$ cat config.mk
export PLATFORM = sky130hd
export DESIGN_NAME = shsram_top
export DESIGN_NICKNAME = d
export VERILOG_FILES = /design/src/rtl/shsram_pkg.sv /design/src/rtl/shsram_ctrl.sv /design/src/rtl/shsram_lane.sv /design/src/rtl/shsram_wear.sv /design/src/rtl/shsram_top.sv
export SDC_FILE = /design/constraint.sdc
export NUM_CORES = 1
export LEC_CHECK = 0
export ABC_CLOCK_PERIOD_IN_PS = 24000
export BUFFER_PORTS_ARGS = -buffer_cell sky130_fd_sc_hd__buf_2
export CORE_MARGIN = 2
export CORE_UTILIZATION = 35
export DETAILED_ROUTE_END_ITERATION = 8
export PLACE_DENSITY_LB_ADDON = 0.25
export SLEW_MARGIN = 20
export SYNTH_ARGS = -nofsm -noshare
export SYNTH_HDL_FRONTEND = slang
export SYNTH_SLANG_ARGS = --single-unit
export TNS_END_PERCENT = 10
$ cat constraint.sdc
create_clock -name clk -period 24 [get_ports clk]
set_input_delay 3.6 -clock clk [delete_from_list [all_inputs] [get_ports clk]]
set_output_delay 3.6 -clock clk [all_outputs]
set_load 0.1 [all_outputs]
$ cat src/rtl/shsram_pkg.sv
package shsram_pkg;

    // Controller states of the shadowed memory
    typedef enum logic [1:0] {
        XS_BOOT   = 2'd0,
        XS_IDLE   = 2'd1,
        XS_STORE  = 2'd2,
        XS_RECALL = 2'd3
    } xfer_state_t;

    localparam int LANE_W = 8;
    localparam int LANES  = 2;

endpackage

$ cat src/rtl/shsram_ctrl.sv
module shsram_ctrl
    import shsram_pkg::*;
#(
    parameter int XFER_CYCLES = 4
) (
    input  logic clk,
    input  logic rst_n,
    input  logic save_req,
    input  logic restore_req,
    output logic busy,
    output logic store_pulse,
    output logic recall_pulse
);

    localparam int TW = (XFER_CYCLES < 2) ? 1 : $clog2(XFER_CYCLES);
    localparam logic [TW-1:0] T_LOAD = TW'(XFER_CYCLES - 1);

    xfer_state_t state_q, state_d;
    logic [TW-1:0] timer_q, timer_d;
    logic          expired;

    assign expired = (timer_q == '0);

    // next-state logic
    always_comb begin
        state_d = state_q;
        timer_d = timer_q;
        unique case (state_q)
            XS_IDLE: begin
                if (save_req) begin
                    state_d = XS_STORE;
                    timer_d = T_LOAD;
                end else if (restore_req) begin
                    state_d = XS_RECALL;
                    timer_d = T_LOAD;
                end
            end
            XS_BOOT, XS_STORE, XS_RECALL: begin
                if (expired) state_d = XS_IDLE;
                else         timer_d = timer_q - 1'b1;
            end
            default: state_d = XS_IDLE;
        endcase
    end

    // state register
    always_ff @(posedge clk or negedge rst_n) begin
        if (!rst_n) begin
            state_q <= XS_BOOT;
            timer_q <= T_LOAD;
        end else begin
            state_q <= state_d;
            timer_q <= timer_d;
        end
    end

    // outputs
    always_comb begin
        busy         = 1'b1;
        store_pulse  = 1'b0;
        recall_pulse = 1'b0;
        unique case (state_q)
            XS_IDLE:   busy = 1'b0;
            XS_STORE:  store_pulse = expired;
            XS_BOOT,
            XS_RECALL: recall_pulse = expired;
            default:   busy = 1'b1;
        endcase
    end

    p_store_start_r4: assert property (@(posedge clk) disable iff (!rst_n)
        (state_q == XS_IDLE && save_req) |=> (state_q == XS_STORE));

    p_recall_start_r4: assert property (@(posedge clk) disable iff (!rst_n)
        (state_q == XS_IDLE && !save_req && restore_req) |=> (state_q == XS_RECALL));

    p_copy_excl_r4: assert property (@(posedge clk) disable iff (!rst_n)
        $onehot0({store_pulse, recall_pulse}));

    p_busy_holds_r5: assert property (@(posedge clk) disable iff (!rst_n)
        (state_q == XS_STORE && !expired) |=> (state_q == XS_STORE));

endmodule

$ cat src/rtl/shsram_lane.sv
module shsram_lane #(
    parameter int DEPTH  = 16,
    parameter int ADDR_W = 4,
    parameter int WIDTH  = 8
) (
    input  logic              clk,
    input  logic              wr_en,
    input  logic [ADDR_W-1:0] addr,
    input  logic [WIDTH-1:0]  wdata,
    input  logic              store_pulse,
    input  logic              recall_pulse,
    output logic [WIDTH-1:0]  rdata
);

    logic [WIDTH-1:0] vol_q    [DEPTH];
    logic [WIDTH-1:0] shadow_q [DEPTH];

    // shadow starts erased; it is never touched by reset
    initial begin
        for (int i = 0; i < DEPTH; i++) shadow_q[i] = '0;
    end

    always_ff @(posedge clk) begin
        if (recall_pulse) begin
            for (int i = 0; i < DEPTH; i++) vol_q[i] <= shadow_q[i];
        end else if (wr_en) begin
            vol_q[addr] <= wdata;
        end
        if (store_pulse) begin
            for (int i = 0; i < DEPTH; i++) shadow_q[i] <= vol_q[i];
        end
    end

    assign rdata = vol_q[addr];

endmodule

$ cat src/rtl/shsram_wear.sv
module shsram_wear #(
    parameter int STORE_LIMIT = 200000,
    parameter int CNT_W       = $clog2(STORE_LIMIT + 2)
) (
    input  logic             clk,
    input  logic             rst_n,
    input  logic             store_pulse,
    output logic [CNT_W-1:0] count,
    output logic             worn
);

    localparam logic [CNT_W-1:0] CAP   = CNT_W'(STORE_LIMIT + 1);
    localparam logic [CNT_W-1:0] LIMIT = CNT_W'(STORE_LIMIT);

    logic [CNT_W-1:0] count_q;
    logic             at_cap;

    assign at_cap = (count_q == CAP);

    always_ff @(posedge clk or negedge rst_n) begin
        if (!rst_n)                     count_q <= '0;
        else if (store_pulse && !at_cap) count_q <= count_q + 1'b1;
    end

    assign count = count_q;
    assign worn  = (count_q > LIMIT);

    p_count_step_r7: assert property (@(posedge clk) disable iff (!rst_n)
        (store_pulse && !at_cap) |=> (count_q == $past(count_q) + 1'b1));

    p_count_sat_r7: assert property (@(posedge clk) disable iff (!rst_n)
        at_cap |=> (count_q == CAP));

    p_count_idle_r7: assert property (@(posedge clk) disable iff (!rst_n)
        !store_pulse |=> $stable(count_q));

endmodule

$ cat src/rtl/shsram_top.sv
module shsram_top
    import shsram_pkg::*;
#(
    parameter int DEPTH       = 16,
    parameter int XFER_CYCLES = 4,
    parameter int STORE_LIMIT = 200000,
    localparam int ADDR_W     = $clog2(DEPTH),
    localparam int CNT_W      = $clog2(STORE_LIMIT + 2)
) (
    input  logic              clk,
    input  logic              rst_n,
    input  logic              ce_n,
    input  logic              oe_n,
    input  logic              we_n,
    input  logic              hold_n,
    input  logic              ub_n,
    input  logic              lb_n,
    input  logic [ADDR_W-1:0] addr,
    input  logic [15:0]       wdata,
    input  logic              save_req,
    input  logic              restore_req,
    output logic [15:0]       rdata,
    output logic [1:0]        lane_oe,
    output logic              busy,
    output logic [CNT_W-1:0]  save_count,
    output logic              wear_out
);

    logic             store_pulse, recall_pulse;
    logic             rd_ok, wr_ok;
    logic [LANES-1:0] lane_sel_n;
    logic [LANE_W-1:0] lane_rd [LANES];

    assign lane_sel_n = {ub_n, lb_n};
    assign rd_ok = !ce_n && !oe_n &&  we_n && hold_n && !busy;
    assign wr_ok = !ce_n && !we_n && hold_n && !busy;

    shsram_ctrl #(.XFER_CYCLES(XFER_CYCLES)) u_ctrl (
        .clk          (clk),
        .rst_n        (rst_n),
        .save_req     (save_req),
        .restore_req  (restore_req),
        .busy         (busy),
        .store_pulse  (store_pulse),
        .recall_pulse (recall_pulse)
    );

    for (genvar g = 0; g < LANES; g++) begin : g_lane
        shsram_lane #(.DEPTH(DEPTH), .ADDR_W(ADDR_W), .WIDTH(LANE_W)) u_lane (
            .clk          (clk),
            .wr_en        (wr_ok && !lane_sel_n[g]),
            .addr         (addr),
            .wdata        (wdata[g*LANE_W +: LANE_W]),
            .store_pulse  (store_pulse),
            .recall_pulse (recall_pulse),
            .rdata        (lane_rd[g])
        );
        assign lane_oe[g] = rd_ok && !lane_sel_n[g];
        assign rdata[g*LANE_W +: LANE_W] = lane_oe[g] ? lane_rd[g] : '0;
    end

    shsram_wear #(.STORE_LIMIT(STORE_LIMIT), .CNT_W(CNT_W)) u_wear (
        .clk         (clk),
        .rst_n       (rst_n),
        .store_pulse (store_pulse),
        .count       (save_count),
        .worn        (wear_out)
    );

    p_release_r6: assert property (@(posedge clk) disable iff (!rst_n)
        !we_n |-> (lane_oe == 2'b00));

    p_busy_noread_r5: assert property (@(posedge clk) disable iff (!rst_n)
        busy |-> (lane_oe == 2'b00));

    p_hold_noread_r3: assert property (@(posedge clk) disable iff (!rst_n)
        (!hold_n || ce_n) |-> (lane_oe == 2'b00));

endmodule

* Word level (Yosys, flattened, before mapping)
Memories as Yosys holds them, arrays and structs flattened.
Cells that the tools add are included.
** Cells by class
- Add/subtract/negate cells :: 2
- Magnitude comparators :: 1
- Equal/unequal tests :: 7
- Reduce and logical (&&, ||, !) cells :: 26
- Mux-type cells :: 28
** Operator list (count)
- $mux W8 :: 4
- $add A18 B1 Y18 const B :: 1
- $eq A18 B18 Y1 const B :: 1
- $gt A18 B18 Y1 const B :: 1
- $reduce_or A8 Y1 :: 2
- $mux W1 :: 15
- $logic_and A1 B1 Y1 :: 12
- $mux W2 :: 5
- $mux W4 :: 2
- $pmux W2 S2 :: 2
- $logic_not A1 Y1 :: 6
- $eq A2 B2 Y1 const B :: 2
- $logic_not A2 Y1 :: 2
- $reduce_and A2 Y1 :: 2
- $ne A3 B3 Y1 const B :: 1
- $reduce_or A3 Y1 :: 1
- $eq A2 B1 Y1 const B :: 1
- $ne A2 B1 Y1 const B :: 1
- $ne A2 B2 Y1 const B :: 1
- $reduce_or A2 Y1 :: 1
- $sub A2 B1 Y2 const B :: 1
** Storage, ports and cells
- Memories :: 4
- Bits in registers :: 22
- Memory bits (writable) :: 512
** Memories
- g_lane[0].u_lane.shadow_q :: words 16, width 8, read ports 16, clocked after memory_dff 0, write ports 16, line shsram_lane.sv:16 : logic [WIDTH-1:0] shadow_q [DEPTH];
- g_lane[0].u_lane.vol_q :: words 16, width 8, read ports 17, clocked after memory_dff 0, write ports 16, line shsram_lane.sv:15 : logic [WIDTH-1:0] vol_q [DEPTH];
- g_lane[1].u_lane.shadow_q :: words 16, width 8, read ports 16, clocked after memory_dff 0, write ports 16, line shsram_lane.sv:16
- g_lane[1].u_lane.vol_q :: words 16, width 8, read ports 17, clocked after memory_dff 0, write ports 16, line shsram_lane.sv:15

* Depth between registers and ports, before layout
Gate-level depths: netlist of run 1.
- Depth in word-level cells :: 10
- Depth in mapped cells :: 9

* By module
From an unflattened synthesis of run 1, not the netlist that was laid out.
** Second synthesis, totals
- Cell total of the unflattened synthesis :: 1167
- Area total of the unflattened synthesis :: 22696.8 um2
** By module, submodules not included
- shsram_lane :: area each 10645.2 um2, cells an instance 511, times used 2, seq. area each 7687.4 um2
- shsram_wear :: area each 947.2 um2, cells an instance 92, times used 1, seq. area each 450.4 um2
- shsram_ctrl :: area each 280.3 um2, cells an instance 28, times used 1, seq. area each 102.6 um2
- shsram_top :: area each 178.9 um2, cells an instance 25, times used 1, seq. area each 0.0 um2

* Worst setup path after synthesis of run 1
Ideal clock, no wire load.
- Path kind :: input to output
- Start point :: in ce_n
- End point :: out rdata[0]
- Data arrival time :: 9303 ps
- Path buffers :: 0
- Setup slack :: 11097 ps
- Data required time :: 20400 ps
- Cell stages on the path :: 4
- Cells stage by stage :: nand3b_1 -> nor4b_1 -> o21ai_0 -> a21oi_1
** On the way
- Longest elaborated chain between the ends :: 7
** Ends and longest elaborated chain
- from (decl) :: line shsram_top.sv:12 : input logic ce_n,
- $logic_not A1 Y1 :: line shsram_top.sv:35 : assign rd_ok = !ce_n && !oe_n && we_n && hold_n && !busy;
- $logic_and A1 B1 Y1 (4 in series) :: line shsram_top.sv:35
- $logic_and A1 B1 Y1 :: line shsram_top.sv:58 : assign lane_oe[g] = rd_ok && !lane_sel_n[g];
- via lane_oe[0] :: line shsram_top.sv:23 : output logic [1:0] lane_oe,
- $mux W8 :: line shsram_top.sv:59 : assign rdata[g*LANE_W +: LANE_W] = lane_oe[g] ? lane_rd[g] : '0;
- to (decl) :: line shsram_top.sv:22 : output logic [15:0] rdata,
The timed path passes the listed nets, and every way through them passes these cells.

* Final worst setup path of run 1
- Start point :: in addr[1]
- End point :: out rdata[9]
** On the way
- Longest elaborated chain between the ends :: 2
** Ends and longest elaborated chain
- from (decl) :: line shsram_top.sv:18 : input logic [ADDR_W-1:0] addr,
- $mem_v2 Z16 W8
- $mux W8 :: line shsram_top.sv:59
No other way between the ends.

==> results.txt, run 1 <==
The number of I/O pins came out at 68. The all-layer global routing usage came out at 0.159. Setup repair after global routing left no endpoint under its margin. The y dimension of the die is 255 µm. The sum of negative setup slack is 0 ns. The via-per-instance ratio is 5.18. The CTS H-tree depth is 2. Clock-pin slew was measured on the worst setup and hold paths at 0.06 ns. Summed over all instances, the cell type with the most area after synthesis is edfxtp_1.

Once detail routing completed, the nets flagged for antenna violations numbered 0. The area of the placeable core is 61900 µm². The count of different cell masters after synthesis came out at 38. The number of storage elements in the synthesis netlist is 534. The number of hold violations in the final report came out at 0. The post-layout worst setup margin came out at 14.01 ns. The run finished with clean final reports. The worst setup path is launched from a primary input. The number of max-cap violations came out at 0. The synthesis-to-layout area growth is 14.0%.

The transition time at the pin with the least slew margin is 1.14 ns. TritonCTS built the clock tree. The max-slew violation total from the final report is 0. The die area is 64900 µm².

The worst setup path is of the primary input to output pin kind. Counting every net in the synthesized netlist gives 1190. The post-synthesis instance total came out at 1153.

Counting every sink on the clock net gives 534. The Yosys warning count came out at 0. The worst IR drop on VDD came out at 69.0 µV. The routed design has 51000 µm of wire. The initial core utilization came out at 0.355. The analysis attributes to cell leakage a power of 8.39 nW. By instance count, the leading cell after synthesis is edfxtp_1.

The sequential-to-total area share from yosys stat is 0.724. The remaining global-route overflow came out at 0. The highest achievable clock rate is 0.100 GHz. The worst slew slack as a fraction of its limit came out at 0.240.

The number of hold buffers added after CTS came out at 0. The critical path required time is 20.40 ns. By count the netlist is led by 512 x edfxtp_1, 273 x mux2_2, 64 x mux4_2.

The sum of routed wire segments on met1 is 24500 µm. The DRC violation count after routing is 0. The path class of the tightest hold or removal check is flip-flop to flip-flop. The post-CTS setup-driven buffer insertion count is 0. The cell seen most often among critical-path stages is buf_4. The worst endpoint data arrival time came out at 6.39 ns. The length of routed met3 wiring is 2580 µm.

The proportion of synthesized flip-flops having asynchronous set or reset came out at 0.0412. The share of synthesized cell area in and, or, nand and nor gates is 0.0301. The number of endpoints failing setup at the final stage is 0.

The final weighted congestion in routability-driven placement is 0.789. The number of port buffers is 67. The number of flops mapped to enable cells by yosys came out at 512. The time the worst path needs with I/O delays and setup came out at 9.99 ns. The number of global-route vias before repair is 11.1k. In the synthesized netlist the dominant register cell turns out to be edfxtp_1.

The final clock period utilization by the worst path is 0.416. The total via count after detailed routing came out at 11.0k. No sink is reached through more buffers than the 3 on the longest clock path. The quantity of gates resized following cts came out at 0. For this run, the post-layout net count is 1273. The first-pass iteration count of the detailed router is 5.

Measured against the total synthesized area, the mux share comes to 0.212. The cell with the biggest individual delay on the critical path is buf_4. Of the post-synthesis cell area, the dominant cell type holds 0.698.

Total power for the finished layout comes to 2.40 mW. The area share of fa/ha/maj cells after synthesis is 0.00398. The total power density per cell area is 95.5 nW/µm². After synthesis, the largest family of logic cells by area is multiplexers. The worst setup path is captured at an output pin. The number of antenna violations at the first check in global routing came out at 0. The setup skew after layout came out at 0.0217 ns.

The count of standard-cell rows is 91. After legalization and detailed placement, the total HPWL measured 30600 µm. The critical-path maximum fanout came out at 47.

The mean instance size in the synthesized netlist came out at 19.1 µm². Including well taps, the total number of placed cells is 2014. The total standard cell area after synthesis is 22000 µm². The routed length per placed instance came out at 24.0 µm. For the worst-skew pair, the clock arrives at the later sink with an insertion delay of 0.63 ns. The post-placement setup slack came out at 13.99 ns. The CTS buffer count is 57. The complex-gate fraction of the synthesized area is 0.0115. The post-synthesis xor/xnor area fraction is 0.00597.

Signal routing reaches up to met4. Entering global routing, the biggest net connects 78 pins. The number of design-rule violations left by the first detailed-router iteration came out at 917. The first global-routing pass estimated 76400 µm of wire. The die boundary width is 255 µm.

Walking the worst path, the cells encountered are buf_4 > buf_4 > mux4_2 > mux2_2 > o21ai_0 > a21oi_1 > buf_2. Ranked by total cell area, the synthesized netlist is headed by edfxtp_1 70%, mux2_2 14%, mux4_2 6.5%. The ratio of cells with drive above 1 in the final layout is 0.394. The largest single stage delay on the critical path is 0.77 ns. The cell sitting at the root of the clock tree is a clkbuf_16.

The final cell count without fillers is 2121. The routed length on met2 came out at 22900 µm.
[cell type report]
| type | instances | area, µm² |
|---|---|---|
| clock buffers | 74 | 1490 |
| well taps | 837 | 1050 |
| flip-flops and latches | 534 | 15900 |
| multi-input cells | 549 | 5830 |
| inverters | 14 | 52.6 |
| repair buffers | 80 | 438 |
| diodes | 1 | 2.50 |
| clock inverters | 32 | 295 |
| fillers | 5628 | 36900 |
[path summary, 6_finish.rpt]
kind	start	endpoint	slack (ns)	cells past startpoint
max	addr[1]	rdata[9]	14.01	7
min	g_lane[1].u_lane.vol_q[6][0]$_DFFE_PP_	g_lane[1].u_lane.shadow_q[6][0]$_DFFE_PP_	0.45	0
max reg2reg	u_ctrl.timer_q[0]$_DFFE_PN1P_	g_lane[0].u_lane.shadow_q[1][59]$_DFFE_PP_	20.29	5
min reg2reg	g_lane[1].u_lane.vol_q[6][0]$_DFFE_PP_	g_lane[1].u_lane.shadow_q[6][0]$_DFFE_PP_	0.45	0
max in group asynchronous	rst_n	u_ctrl.timer_q[0]$_DFFE_PN1P_	20.68	1
min in group asynchronous	rst_n	u_wear.count[12]$_DFFE_PN0P_	2.95	1
[routing by layer]
metal,vias up,track usage
met3,79,0.0271
met5,-,0
met1,5860,0.238
li1,4774,-
met2,272,0.239
met4,0,0.0414
[layout by cell type, fill, tap and decap left out, types with 4 or more instances in the layout]
cell | Yosys | routed
edfxtp_1 | 512 | 512
mux2_2 | 273 | 273
buf_2 | 9 | 65
mux4_2 | 64 | 64
nand2_1 | 57 | 57
clkbuf_16 | 0 | 57
o21ai_0 | 22 | 22
a21oi_1 | 22 | 22
dfrtp_1 | 20 | 20
clkbuf_1 | 38 | 17
mux2i_1 | 16 | 16
clkinv_1 | 0 | 15
buf_4 | 0 | 15
inv_1 | 14 | 14
nor2_1 | 11 | 11
and2_1 | 11 | 10
xor2_1 | 9 | 9
or2_2 | 8 | 8
ha_1 | 7 | 7
xnor2_1 | 6 | 6
nor3b_1 | 5 | 5
nor3_1 | 5 | 5
nand3_1 | 4 | 4
or3_1 | 4 | 4
clkinv_2 | 0 | 4
bufinv_16 | 0 | 4
[power breakdown]
part / switching, mW / internal [mW] / total [mW] / leakage, nW
Combinational: 0.191 / 0.0867 / 0.278 / 2.60
Clock: 0.373 / 0.482 / 0.855 / 0.856
Sequential: 0.0603 / 1.20 / 1.26 / 4.93
[state kept, by name, indices dropped and copies added, names as in the netlist]
| register | count |
|---|---|
| g_lane.u_lane.shadow_q | 256 |
| u_ctrl.timer_q | 2 |
| g_lane.u_lane.vol_q | 256 |
| u_wear.count | 18 |
| u_ctrl.state_q | 2 |
[through the flow]
step | hold slack [ns] | util | cell area [µm²]
floorplan | 0.421 | - | 22000
global route | 0.456 | 0.405 | 25100
global placement | 0.426 | 0.376 | 23300
CTS | 0.446 | 0.405 | 25100
detailed placement | 0.431 | 0.376 | 23300
finish | 0.447 | 0.405 | 25100
[cells by family after synthesis]
kind of cell,after synthesis
buf+inv,70
mux,353
xor+xnor,15
compound gates,48
fa+ha+maj,7
flops,534
simple gates,126
[worst max-delay path, delay by kind of cell]
| family | cells | cell delay (ns) |
|---|---|---|
| AOI/OAI and AO/OA | 2 | 0.28 |
| buffers and inverters | 3 | 1.51 |
| muxes | 2 | 0.92 |
No activity file was read; power rests on OpenSTA's default activity.
==> run 2, diff against run 1 <==
ABC_AREA = 1   (was default)
ABC_CLOCK_PERIOD_IN_PS = 8340   (was 24000)
clock period = 8.34 ns   (was 24 ns; I/O delays follow)
==> results.txt, run 2 <==
The top cell types in the final layout, fill and taps aside, are 821 x nand2_1, 512 x edfxtp_1, 313 x nor2_1. The highest achievable clock rate is 0.176 GHz. The max-slew violation total from the final report is 0 (unchanged). The clock tree from TritonCTS is yes. The remaining global-route overflow is 0 (unchanged).

The number of endpoints failing setup at the final stage is 0 (unchanged). The transition time at the pin with the least slew margin was 1.17 ns (+0.0331 ns). The die area is 71000 µm² (+9.3%). The worst slew slack as a fraction of its limit was 0.217 (-0.0229). The most frequently used cell type in the post-synthesis netlist is nand2_1. The number of design-rule violations left by the first detailed-router iteration is 1912 (+110%). The placement-stage cell area is 25000 µm² (+7.3%).

The number of flops mapped to enable cells by yosys is 512 (unchanged). The routed wire length is 71800 µm (+41%). The count of different cell masters after synthesis is 30 (-21%). The first-pass iteration count of the detailed router came out at 5 (unchanged). The worst hold slack is 0.442 ns (-0.00413 ns). The number of I/O pins came out at 68 (unchanged). The quantity of gates resized following cts came out at 0 (unchanged). The DRC violation count after routing came out at 0 (unchanged). The initial core utilization is 0.353 (-0.00272).

The wire length of the first global-routing pass came out at 108000 µm (+41%). The final cell area excluding filler cells came out at 26900 µm² (+7.1%). The mean instance size in the synthesized netlist came out at 10.3 µm² (-46%). The top-area cell type share of the netlist area is 0.638 (-0.0606).

The total number of nets in the final design came out at 2369 (+86%). The buffer levels on the longest clock path is 3 (unchanged). The number of filler cells placed in the layout was 6625 (+18%). In the synthesized netlist the dominant register cell turns out to be edfxtp_1. The clock-pin slew on the worst setup and hold paths is 0.06 ns (about the same). The Yosys warning count is 0 (unchanged). The proportion of synthesized flip-flops having asynchronous set or reset is 0.0412 (unchanged). The post-synthesis instance total came out at 2335 (+100%). The all-layer global routing usage came to 0.200 (+0.0407). The commonest cells after synthesis are 822 x nand2_1, 512 x edfxtp_1, 313 x nor2_1. The critical path's largest stage delay is 0.60 ns (-0.17 ns). The final clock period utilization by the worst path came out at 0.679. The die boundary width is 266 µm (+4.6%).

The class of the tightest hold or removal check is flip-flop to flip-flop. The post-route total power is 6.73 mW (+180%). The combined buffer and inverter count along the critical path came out at 4 (+1). The sequential-to-total area share from yosys stat came out at 0.661 (-0.0628). The flow ran to the end, and the final reports show no timing, DRC or antenna violations. The number of global-route vias before repair is 17.0k (+53%).

The critical-path maximum fanout is 43 (-8.5%). The latest clock arrival within the worst-skew pair came out at 0.62 ns (about the same). The worst IR drop on VDD is 209 µV (+200%). The routed length per placed instance was 22.0 µm (-8.4%). Leaving out fill and tap cells, the most frequent cell in the layout is nand2_1.

The number of antenna violations at the first check in global routing was 1 (+1). In the post-synthesis netlist, the biggest area contributors are edfxtp_1 64%, nand2_1 13%, nand4_1 7.2%. The y dimension of the die is 266 µm (+4.6%). The sum of negative setup slack is 0 ns (unchanged). The signal on the critical path passes through buf_2 > inv_2 > nand2_2 > buf_4 > nor2_1 > nor2_1 > nand2_1 > nand2_1 > nand3_1 > nor2_1 > buf_2. The via-per-instance ratio came out at 5.38 (+3.8%). The CTS H-tree depth was 2 (unchanged).

The critical path class is primary input to output pin. The largest net degree at the start of global routing came out at 170 (+120%). The area of the placeable core came out at 68300 µm² (+10%). The critical path required time is 7.09 ns (-13.31 ns).

The final cell count without fillers is 3260 (+54%). The count of standard-cell rows came out at 96 (+5.5%). Setup repair after global routing left no endpoint under its margin. In this run the clock root is driven by a clkbuf_16.

The number of port buffers was 67 (unchanged). STA classifies the critical path endpoint as an output pin. The synthesis-to-layout area growth is 11.4%. The detailed placer's ending HPWL is 42500 µm (+39%). The synthesized net count came out at 2372 (+99%). After layout, the minimum clock period comes to 5.67 ns. The CTS buffer count came out at 56 (-1.8%). The number of hold buffers added after CTS was 0 (unchanged). The total via count after detailed routing came out at 17.5k (+60%).

The number of nets with antenna violations after detailed routing came out at 0 (unchanged). The setup skew after layout came out at 0.0227 ns (+0.00100 ns). The final weighted congestion in routability-driven placement is 0.864 (+9.5%). The total standard cell area after synthesis came out at 24100 µm² (+9.5%).

The static power due to leakage came to 10.6 nW (+26%). The total power density per cell area is 251 nW/µm² (+160%). The cell seen most often among critical-path stages is nor2_1.

The total inserted antenna cells is 0 (-1). STA classifies the critical path startpoint as a primary input. On the critical path, the stage with the largest delay is an instance of buf_4. The number of hold violations in the final report came out at 0 (unchanged). The instance count after placement with tap cells included is 3156 (+57%).

The number of storage elements in the synthesis netlist came out at 534 (unchanged). The post-CTS setup-driven buffer insertion count came out at 0 (unchanged). The ratio of cells with drive above 1 in the final layout is 0.0997 (-0.295). The worst endpoint data arrival time came out at 4.42 ns (-1.97 ns). The number of max-cap violations is 0 (unchanged). The TritonCTS sink count is 534 (unchanged).

The synthesized design spends more area on one cell type than any other, namely edfxtp_1. Grouping stages by cell kind, the critical path spends the most delay in buffers and inverters.
## run 2: cell types whose count changed in the layout (fill, tap and decap cells not counted), moves of 25 or more
cell	change
nand2_1	+764
mux4_2	-64
nor2_1	+302
mux2_2	-273
nand4_1	+275
nand3_1	+25
inv_1	+75
nand3_2	+32
## run 2: path summary, 6_finish.rpt
path	to	startpoint	slack, ns	depth (start not counted)
worst max-delay path	rdata[6]	addr[0]	2.67	11
worst min-delay path	g_lane[1].u_lane.shadow_q[12][5]$_DFFE_PP_	g_lane[1].u_lane.vol_q[12][5]$_DFFE_PP_	0.44	0
worst max register to register	g_lane[0].u_lane.vol_q[0][5]$_DFFE_PP_	u_ctrl.timer_q[0]$_DFFE_PN1P_	4.88	9
worst min register to register	g_lane[1].u_lane.shadow_q[12][5]$_DFFE_PP_	g_lane[1].u_lane.vol_q[12][5]$_DFFE_PP_	0.44	0
max in group asynchronous	u_ctrl.timer_q[0]$_DFFE_PN1P_	rst_n	7.37	1
min in group asynchronous	u_ctrl.state_q[0]$_DFFE_PN0P_	rst_n	0.60	1
## run 2: cell families after synthesis
family                     count (synthesis)  share of synthesized area
and+or+nand+nor                         1506                      0.279
DFF                                      534                      0.661
buffers and inverters                    245                     0.0455
AOI/OAI and AO/OA                         33                    0.00690
xor gates and xnor gates                  10                    0.00363
adders and majority gates                  7                    0.00363
## run 2: metrics by stage
step | setup WS [ns] | utilization
6_report | 2.67 | 0.393
5_1_grt | 2.52 | 0.393
3_3_place_gp | 2.82 | 0.366
4_1_cts | 2.76 | 0.393
3_5_place_dp | 2.78 | 0.366
2_1_floorplan | 1.45 | -
## run 2: power breakdown
part / internal [mW] / leakage [nW] / switching [mW] / total [mW]
sequential: 3.29 / 4.92 / 0.137 / 3.42
clock: 1.50 / 0.900 / 1.08 / 2.59
combinational: 0.131 / 4.77 / 0.592 / 0.723
## run 2: layout make-up
class,instances,area [µm²],area share
flip-flops and latches,534,15900,0.593
multi-input cells,1556,7090,0.264
clock buffers,74,1530,0.0570
well taps,882,1100,0.0411
repair buffers,86,503,0.0187
inverters,98,380,0.0142
clock inverters,30,327,0.0122
## run 2: routing by layer
layer | GRT usage | part of all wire | vias up
met1 | 0.289 | 0.44 | 8659
met3 | 0.0441 | 0.087 | 90
li1 | - | - | 8026
met4 | 0.0484 | 0.019 | 2
met2 | 0.305 | 0.45 | 755
met5 | 0 | 0.00014 | -
## run 2: worst reg2reg max path: stages (launching register included)
cell	delay [ns]
dfstp_2	0.51
inv_1	0.05
ha_1	0.25
nand2_2	0.10
inv_2	0.04
nor4_4	0.15
buf_4	0.35
buf_12	0.61
nand3_2	0.57
nand2_1	0.47
==> run 3, diff against run 2 <==
ABC_CLOCK_PERIOD_IN_PS = 5930   (was 8340)
clock period = 5.93 ns   (was 8.34 ns; I/O delays follow)
==> results.txt, run 3 (synthesis results as in run 2) <==
The path class of the tightest hold or removal check is primary input to async pin. The final weighted congestion in routability-driven placement came out at 0.864 (about the same). The time the worst path needs with I/O delays and setup came out at 4.62 ns. The commonest non-fill, non-tap cell in the layout is nand2_1. The number of port buffers came out at 67 (unchanged).

The TritonCTS sink count was 534 (unchanged). The remaining global-route overflow is 0 (unchanged). The worst slew slack as a fraction of its limit is 0.288 (+0.0706).

The kind of launch point of the worst setup path is a flip-flop. The detailed placer's ending HPWL came out at 42700 µm (+0.38%). The first-pass iteration count of the detailed router came out at 5 (unchanged). The cell seen most often among critical-path stages is nor2_1. The area of the placeable core was 68300 µm² (unchanged). The buffer levels on the longest clock path came out at 3 (unchanged).

The clock-pin slew on the worst setup and hold paths is 0.06 ns (about the same). The synthesis-to-layout area growth is 11.8%. The number of max-cap violations came out at 0 (unchanged). The max-slew violation total from the final report was 0 (unchanged).

For this design, the slowest cell found on the critical path is nor2_1. Setup repair after global routing left no endpoint under its margin. The total power density per cell area came out at 345 nW/µm² (+38%).

The DRC violation count after routing was 0 (unchanged). The number of nets with antenna violations after detailed routing is 0 (unchanged). Walking the worst path, the cells encountered are inv_1 > ha_1 > nand4_1 > nor2_1 > nand3_1 > nor2_1 > buf_2. The latest clock arrival within the worst-skew pair came out at 0.62 ns (about the same). The die boundary width is 266 µm (unchanged). The transition time at the pin with the least slew margin is 1.06 ns (-0.108 ns). STA classifies the critical path endpoint as an output pin. The count of standard-cell rows came out at 96 (unchanged). The wire length of the first global-routing pass is 106000 µm (-1.7%). The total number of nets in the final design is 2388 (+0.80%). The number of global-route vias before repair came out at 17.0k (+0.21%). The number of antenna violations at the first check in global routing is 1 (unchanged). The critical path is of the flip-flop to output pin type.

The final cell area excluding filler cells came out at 26900 µm² (+0.32%). In the finished design, the share of the clock period the worst path needs comes to 0.779. The worst endpoint data arrival time is 3.73 ns (-0.69 ns). The post-placement setup slack came to 1.53 ns (-1.26 ns). The all-layer global routing usage is 0.197 (-0.00325). The worst hold slack was 0.252 ns (-0.190 ns). The CTS buffer count is 56 (unchanged).

The die area is 71000 µm² (unchanged). The worst IR drop on VDD is 266 µV (+27%). The routed wire length came out at 70400 µm (-1.9%).

The clock tree from TritonCTS is yes. The sum of negative setup slack is 0 ns (unchanged). The critical-path maximum fanout is 9 (-79%). The number of hold violations in the final report is 0 (unchanged). The total inserted antenna cells came out at 0 (unchanged). Among cell families on the critical path, the largest total delay comes from simple AND/OR/NAND/NOR gates. The number of endpoints failing setup at the final stage was 0 (unchanged). The critical path required time came out at 5.04 ns (-2.05 ns).

The routed length per placed instance came out at 21.5 µm (-2.5%). The total area of multi-input combinational cells is 7090 µm² (unchanged). The number of design-rule violations left by the first detailed-router iteration came to 2060 (+7.7%). The top cell types in the final layout, fill and taps aside, are 821 x nand2_1, 512 x edfxtp_1, 313 x nor2_1.

The critical path's largest stage delay came out at 0.88 ns (+0.28 ns). The setup skew after layout came out at 0.0247 ns (+0.00196 ns). The placement-stage cell area is 25200 µm² (+0.72%). The number of I/O pins came out at 68 (unchanged). The clock tree root buffer cell is clkbuf_16. The static power due to leakage is 10.7 nW (+0.64%). The combined buffer and inverter count along the critical path came out at 2 (-2). The post-route total power is 9.29 mW (+38%). The number of filler cells placed in the layout is 6741 (+1.8%).

The CTS H-tree depth came out at 2 (unchanged). The post-CTS setup-driven buffer insertion count is 0 (unchanged). The area used by sequential logic in the layout is 15900 µm² (unchanged). The ratio of cells with drive above 1 in the final layout came out at 0.109 (+0.00927). The initial core utilization came to 0.353 (unchanged).

The post-layout worst setup margin came to 1.31 ns (-1.36 ns). The total via count after detailed routing was 17.5k (-0.097%). The largest net degree at the start of global routing is 135 (-21%). The highest achievable clock rate came out at 0.217 GHz.

The flow ran to the end, and the final reports show no timing, DRC or antenna violations. The number of hold buffers added after CTS came out at 0 (unchanged). The y dimension of the die is 266 µm (unchanged).

The via-per-instance ratio was 5.34 (-0.65%). The quantity of gates resized following cts was 0 (unchanged).
==> run 3: changes by cell type in the layout (fill, tap and decap cells not counted), sizes merged <==
cell and delta:
buf +19, bufinv -3, clkbuf -7, clkinv +7, clkinvlp +3, inv -1
==> run 3: stage by stage <==
step,instances,utilization
2_1_floorplan,2335,-
3_3_place_gp,3173,0.368
3_5_place_dp,3175,0.368
4_1_cts,3278,0.394
5_1_grt,3278,0.394
6_report,3278,0.394
==> run 3: area by class of cell <==
type | count | area share
clock buffers | 67 | 0.0547
flip-flops and latches | 534 | 0.591
inverters | 98 | 0.0140
repair buffers | 105 | 0.0255
multi-input cells | 1556 | 0.263
clock inverters | 36 | 0.0107
well taps | 882 | 0.0410
==> run 3: power by group <==
part / total (mW) / internal, mW / switching, mW / leakage [nW]
sequential: 4.80 / 4.62 / 0.177 / 4.92
clock: 3.46 / 1.94 / 1.52 / 0.863
combinational: 1.03 / 0.202 / 0.830 / 4.88
total: 9.29 / 6.76 / 2.52 / 10.7
==> run 3: final timing paths <==
| check | slack (ns) | cells after the start | endpoint | from |
|---|---|---|---|---|
| setup / recovery | 1.31 | 7 | rdata[6] | u_ctrl.state_q[1]$_DFFE_PN0P_ |
| hold / removal | 0.25 | 1 | u_ctrl.state_q[0]$_DFFE_PN0P_ | rst_n |
| setup reg to reg | 2.87 | 6 | g_lane[1].u_lane.shadow_q[1][2]$_DFFE_PP_ | u_ctrl.timer_q[0]$_DFFE_PN1P_ |
| hold reg to reg | 0.44 | 0 | g_lane[0].u_lane.shadow_q[1][15]$_DFFE_PP_ | g_lane[0].u_lane.vol_q[9][7]$_DFFE_PP_ |
| max in group asynchronous | 5.31 | 1 | u_wear.count[9]$_DFFE_PN0P_ | rst_n |
| min in group clk | 0.44 | 0 | g_lane[0].u_lane.shadow_q[1][15]$_DFFE_PP_ | g_lane[0].u_lane.vol_q[9][7]$_DFFE_PP_ |
==> run 3: per-layer routing <==
layer,vias to the layer above,share of wire,global-route usage
met1,8600,0.44,0.279
met2,735,0.45,0.303
met3,112,0.085,0.0407
met4,2,0.026,0.0586
li1,8066,-,-
met5,-,0.00018,0
